===== src/rtl/conv_cfg_regs.sv =====
module conv_cfg_regs #(
  parameter int DW = 32,
  parameter int AW = 12,
  parameter int NP = 4,
  parameter int MW = 3
) (
  input  logic            clk,
  input  logic            rst_n,
  input  logic [AW-1:0]   addr,
  input  logic            wr_en,
  input  logic [DW-1:0]   wr_data,
  input  logic            rd_en,
  output logic [DW-1:0]   rd_data,
  output logic [4*NP-1:0] route_sel,
  output logic [NP-1:0]   route_vld,
  output logic [NP*DW-1:0] conv_ctrl,
  output logic [DW-1:0]   sw_ctrl,
  output logic [DW-1:0]   sw_dup
);
  localparam logic [AW-1:0] A_CMD  = AW'('h000);
  localparam logic [AW-1:0] A_MODE = AW'('h008);
  localparam logic [AW-1:0] A_CONV = AW'('h100);
  localparam logic [AW-1:0] A_SWC  = AW'('h304);
  localparam logic [AW-1:0] A_SWD  = AW'('h308);
  localparam logic [DW-1:0] K_START = DW'('h00A5);

  logic [1:0]    step_q;
  logic          unl_q;
  logic [MW-1:0] mode_q;
  logic [DW-1:0] conv_q [NP];
  logic [DW-1:0] swc_q, swd_q, rd_q, rd_mux;
  logic [NP-1:0] conv_hit;

  function automatic logic [DW-1:0] key_word(input logic [1:0] s);
    case (s)
      2'd0: key_word = DW'('h00A5);
      2'd1: key_word = DW'('h0001);
      2'd2: key_word = DW'('hFFFE);
      default: key_word = DW'('h0001);
    endcase
  endfunction

  wire cmd_wr  = wr_en && (addr == A_CMD);
  wire prot_wr = wr_en && unl_q;

  always_ff @(posedge clk) begin
    if (!rst_n) begin
      step_q <= '0;
      unl_q  <= 1'b0;
    end else if (cmd_wr) begin
      if (unl_q) begin
        unl_q  <= 1'b0;
        step_q <= (wr_data == K_START) ? 2'd1 : 2'd0;
      end else if (wr_data == key_word(step_q)) begin
        if (step_q == 2'd3) begin
          unl_q  <= 1'b1;
          step_q <= 2'd0;
        end else begin
          step_q <= step_q + 2'd1;
        end
      end else begin
        step_q <= (wr_data == K_START) ? 2'd1 : 2'd0;
      end
    end else if (wr_en) begin
      step_q <= 2'd0;
    end
  end

  always_ff @(posedge clk) begin
    if (!rst_n) begin
      mode_q <= '0;
      swc_q  <= '0;
      swd_q  <= '0;
    end else if (prot_wr) begin
      if (addr == A_MODE) mode_q <= wr_data[MW-1:0];
      if (addr == A_SWC)  swc_q  <= wr_data;
      if (addr == A_SWD)  swd_q  <= wr_data;
    end
  end

  for (genvar p = 0; p < NP; p++) begin : g_conv
    assign conv_hit[p] = (addr == A_CONV + AW'(4*p));
    always_ff @(posedge clk) begin
      if (!rst_n)                    conv_q[p] <= '0;
      else if (prot_wr && conv_hit[p]) conv_q[p] <= wr_data;
    end
    assign conv_ctrl[DW*p +: DW] = conv_q[p];
  end

  always_comb begin
    rd_mux = '0;
    if (addr == A_CMD)  rd_mux = DW'(unl_q);
    if (addr == A_MODE) rd_mux = DW'(mode_q);
    if (addr == A_SWC)  rd_mux = swc_q;
    if (addr == A_SWD)  rd_mux = swd_q;
    for (int p = 0; p < NP; p++)
      if (conv_hit[p]) rd_mux = conv_q[p];
  end

  always_ff @(posedge clk) begin
    if (!rst_n)     rd_q <= '0;
    else if (rd_en) rd_q <= rd_mux;
  end
  assign rd_data = rd_q;

  always_comb begin
    route_vld = '1;
    case (mode_q[2:0])
      3'd0: route_sel = 16'h1876;
      3'd1: route_sel = 16'h1243;
      3'd2: route_sel = 16'h1843;
      3'd3: route_sel = 16'h1543;
      3'd4: route_sel = 16'h1546;
      3'd5: route_sel = 16'h1846;
      3'd6: route_sel = 16'h1276;
      default: begin
        route_sel = 16'hF210;
        route_vld = 4'b0111;
      end
    endcase
  end
  assign sw_ctrl = swc_q;
  assign sw_dup  = swd_q;

  a_r2_unlock_needs_key: assert property (@(posedge clk) disable iff (!rst_n)
    $rose(unl_q) |-> $past(cmd_wr) && $past(wr_data) == DW'('h0001));
  a_r5_relock: assert property (@(posedge clk) disable iff (!rst_n)
    cmd_wr && unl_q |=> !unl_q);
  a_r6_locked_mode_kept: assert property (@(posedge clk) disable iff (!rst_n)
    wr_en && !unl_q |=> $stable(mode_q) && $stable(swc_q) && $stable(swd_q));
  a_r8_cmd_readback: assert property (@(posedge clk) disable iff (!rst_n)
    rd_en && addr == A_CMD |=> rd_data == DW'($past(unl_q)));
  a_r8_read_hold: assert property (@(posedge clk) disable iff (!rst_n)
    !rd_en |=> $stable(rd_data));
  a_r10_vld_only_mode7: assert property (@(posedge clk) disable iff (!rst_n)
    mode_q[2:0] != 3'd7 |-> route_vld == 4'hF);
endmodule


===== config.mk =====
export PLATFORM = sky130hd
export DESIGN_NAME = conv_cfg_regs
export DESIGN_NICKNAME = d
export VERILOG_FILES = /design/src/rtl/conv_cfg_regs.sv
export SDC_FILE = /design/constraint.sdc
export NUM_CORES = 1
export LEC_CHECK = 0
export BUFFER_PORTS_ARGS = -buffer_cell sky130_fd_sc_hd__buf_2
export CORE_AREA = 2 2 165 167
export DETAILED_ROUTE_END_ITERATION = 10
export DIE_AREA = 0 0 167 169
export GPL_TIMING_DRIVEN = 0
export RECOVER_POWER = 100
export SLEW_MARGIN = 20
export SYNTH_ARGS = -nofsm -noshare
export SYNTH_HDL_FRONTEND = slang
export SYNTH_SLANG_ARGS = --single-unit

===== constraint.sdc =====
create_clock -name clk -period 6.25 [get_ports clk]
set_input_delay 1.5625 -clock clk [delete_from_list [all_inputs] [get_ports clk]]
set_output_delay 1.5625 -clock clk [all_outputs]
set_load 0.02 [all_outputs]

==> out/metrics.cfg <==
[outcome]
outcome = finished, violations left
violations = max-capacitance violations, max-slew violations

[worst_setup_path]
r2r_cells = 4
critPathArrivalTime_ns = 5.44
start_kind = primary input
r2r-start = unl_q
crit_fanout = 10
cp-end-kind = flip-flop
cp-startpoint = addr[11]
required_ns = 6.41
reg2reg_slack_ns = 2.77
worstSetupPathType = primary input to flip-flop

[timing]
setup_violations = 0
hold_viol_final = 0
max_freq_mhz = 189
finalCriticalPeriod_ns = 5.28
drv_slew = 26
setup_tns_ns = 0
skew_ns = 0.00842
worst_slack_ns = 0.970
fin_crit_sh = 0.845
tightestPinTransition_ns = 2.35
slew_headroom = -0.578
grt_setup_unrepaired = no

[pwr]
vdd_drop_max_v = 0.000187
intPower_mw = 2.52
sw_frac_of_total = 0.259
clkPwrFrac = 0.428
power_mw = 3.39
p_leak_nw = 4.31
power_density_nw_per_um2 = 264
p_comb_frac = 0.081
power_switching_uw = 879
pwr-share-seq = 0.491

[logic_synthesis]
netlist_area_um2 = 10400
yosysUniqueCellTypes = 53
synth_edf_count = 128
async_flop_share = 0
yosysSeqAreaShare = 0.567
syn_inst = 1012
synth_warnings = 0
synth_flop_cell = edfxtp_1
synth.avg_cell_area_um2 = 10.3
ys_ff_latch = 230

[route]
drc = 0
avgViaCountPerCell = 5.44
routed_wl_um = 40800
via_count = 9248
firstDrtPassIters = 5
drtIter0Drc = 880
drtAntennaViolNets = 0
post_drt_wl_per_cell_um = 24.0

[global_route]
grt_usage = 0.280
grt_pass1_wl_um = 58600
grt_pass1_vias = 9004
overflow = 0
grt_max_degree = 18
antenna_found_initial = 4

[die]
die_area_um2 = 28200
design.core.area_um2 = 26500
pin_count = 292
initial_core_util = 0.392
die_y_um = 169
die_w_um = 167
num_rows = 60

[placement]
dp_slack_ns = 1.47
dp_hpwl_um = 29800
portBuffers = 281
gp_congestion = 0.871

[hold_path]
hold_depth = 2
min_from = rd_data[3]
hp-class = flip-flop to flip-flop

[cells_and_area]
fin_util = 0.486
drive_gt1_frac = 0.0849
fin_nets = 1386
syn_to_final_growth_pct = 23.9

[clock_network]
numCtsBuffers = 27
clock_latency_ns = 0.54
cts_tree = done
cts.sinks = 230
htree_levels = 1
cts_resized = 0
cts_root_buf = clkbuf_16
clock_path_buffers = 3
path_clk_slew_ns = 0.06
cts_setup_buffers = 0
cts_hold_buf = 0

[job]
cap_violations = 2

registers in the layout (all words and copies together) (netlist names):
signal and cells:
sw_ctrl 32, mode_q 3, rd_data 32, unl_q 1
step_q 2, conv_q 128, sw_dup 32
critical path: stages:
cell and delay, ns:
clkbuf_1 0.15, nor4b_1 0.78, nand3_1 0.26, clkbuf_1 0.43, clkbuf_1 0.43, o31ai_1 1.06, clkbuf_1 0.75
per-layer routing:
metal | vias to the layer above | wire, um | global-route usage
li1 | 4217 | - | -
met1 | 4397 | 16400 | 0.356
met2 | 545 | 18400 | 0.458
met3 | 89 | 4470 | 0.0823
met4 | 0 | 1550 | 0.0975
met5 | - | 0 | 0
logic make-up after synthesis:
kind of cell / Yosys count / share of synthesized area
AO/OA/AOI/OAI: 229 / 0.143
XOR/XNOR: 1 / 0.000843
adder cells (fa/ha/maj): 4 / 0.00482
buffers and inverters: 84 / 0.0357
flip-flops: 230 / 0.567
multiplexers: 43 / 0.0418
other: 2 / 0.000723
AND/OR/NAND/NOR: 419 / 0.206
synth_stat cells, drive strengths merged, types with 2 or more instances:
cell type / number / area (um^2)
a21oi: 33 / 165
and2: 149 / 932
a21boi: 66 / 495
or3: 2 / 12.5
mux2: 3 / 33.8
nand2: 170 / 638
and4: 3 / 26.3
inv: 5 / 18.8
or4: 6 / 48.8
o22ai: 28 / 175
and3: 3 / 18.8
o221ai: 2 / 17.5
buf: 25 / 149
nor2b: 6 / 37.5
nand2b: 3 / 18.8
a32oi: 3 / 26.3
mux2i: 40 / 400
clkbuf: 53 / 199
nor4: 5 / 46.3
ha: 4 / 50.1
a21o: 3 / 22.5
dfxtp: 102 / 2040
nor2: 34 / 130
or2: 2 / 12.5
nor3: 9 / 45.0
nor4b: 2 / 17.5
o31ai: 2 / 15.0
nand4: 6 / 37.5
edfxtp: 128 / 3840
a211oi: 19 / 143
a221oi: 12 / 105
conb: 2 / 7.51
nand3: 13 / 65.1
o21ai: 57 / 285
stage by stage:
stage	instances	hold slack, ns	cell area (um^2)
2_1_floorplan	1016	0.497	10400
3_3_place_gp	1638	0.428	12200
3_5_place_dp	1646	0.438	12400
4_1_cts	1696	0.447	13200
5_1_grt	1698	0.468	12900
6_report	1699	0.454	12900
final timing paths:
path,to
setup reg to reg,conv_q[2][26]
hold / removal,rd_data[3]
hold reg to reg,rd_data[3]
setup / recovery,conv_q[0][0]
final cells by class:
class / instances / area [um^2]
diodes: 3 / 7.51
plain buffers: 78 / 342
clock buffers: 33 / 708
clock inverters: 17 / 92.6
fillers: 2638 / 13600
inverters: 6 / 22.5
multi-input cells: 702 / 4160
flip-flops and latches: 230 / 5890
well taps: 341 / 427
repair buffers: 289 / 1230
cells in the final DEF (no fill, tap or decap), drive strengths merged, types with 2 or more instances in the layout:
cell      count
o22ai        28
nor3          9
edfxtp      128
a21o          3
nand2       170
diode         3
buf          62
clkbuf      338
o31ai         2
a221oi       12
and2        149
mux2i        40
nor2         34
o21ai        57
a21boi       66
nand3        13
or2           2
or4           6
a21oi        33
a211oi       19
a32oi         3
nand4         6
and3          3
mux2          3
ha            4
clkinvlp      3
inv           6
dfxtp       102
conb          6
o221ai        2
nor4          5
clkinv       14
nand2b        3
and4          3
nor4b         2
nor2b         6
or3           2
power groups by stage:
stage	registers, mW	logic (mW)	clock network [mW]
after floorplan	1.75	0.0820	0
after global placement	1.70	0.275	0
after detailed placement	1.70	0.291	0
after CTS	1.66	0.291	1.46
after global routing	1.67	0.290	1.53
final	1.67	0.276	1.45
Power figures use the tool's default switching activity.
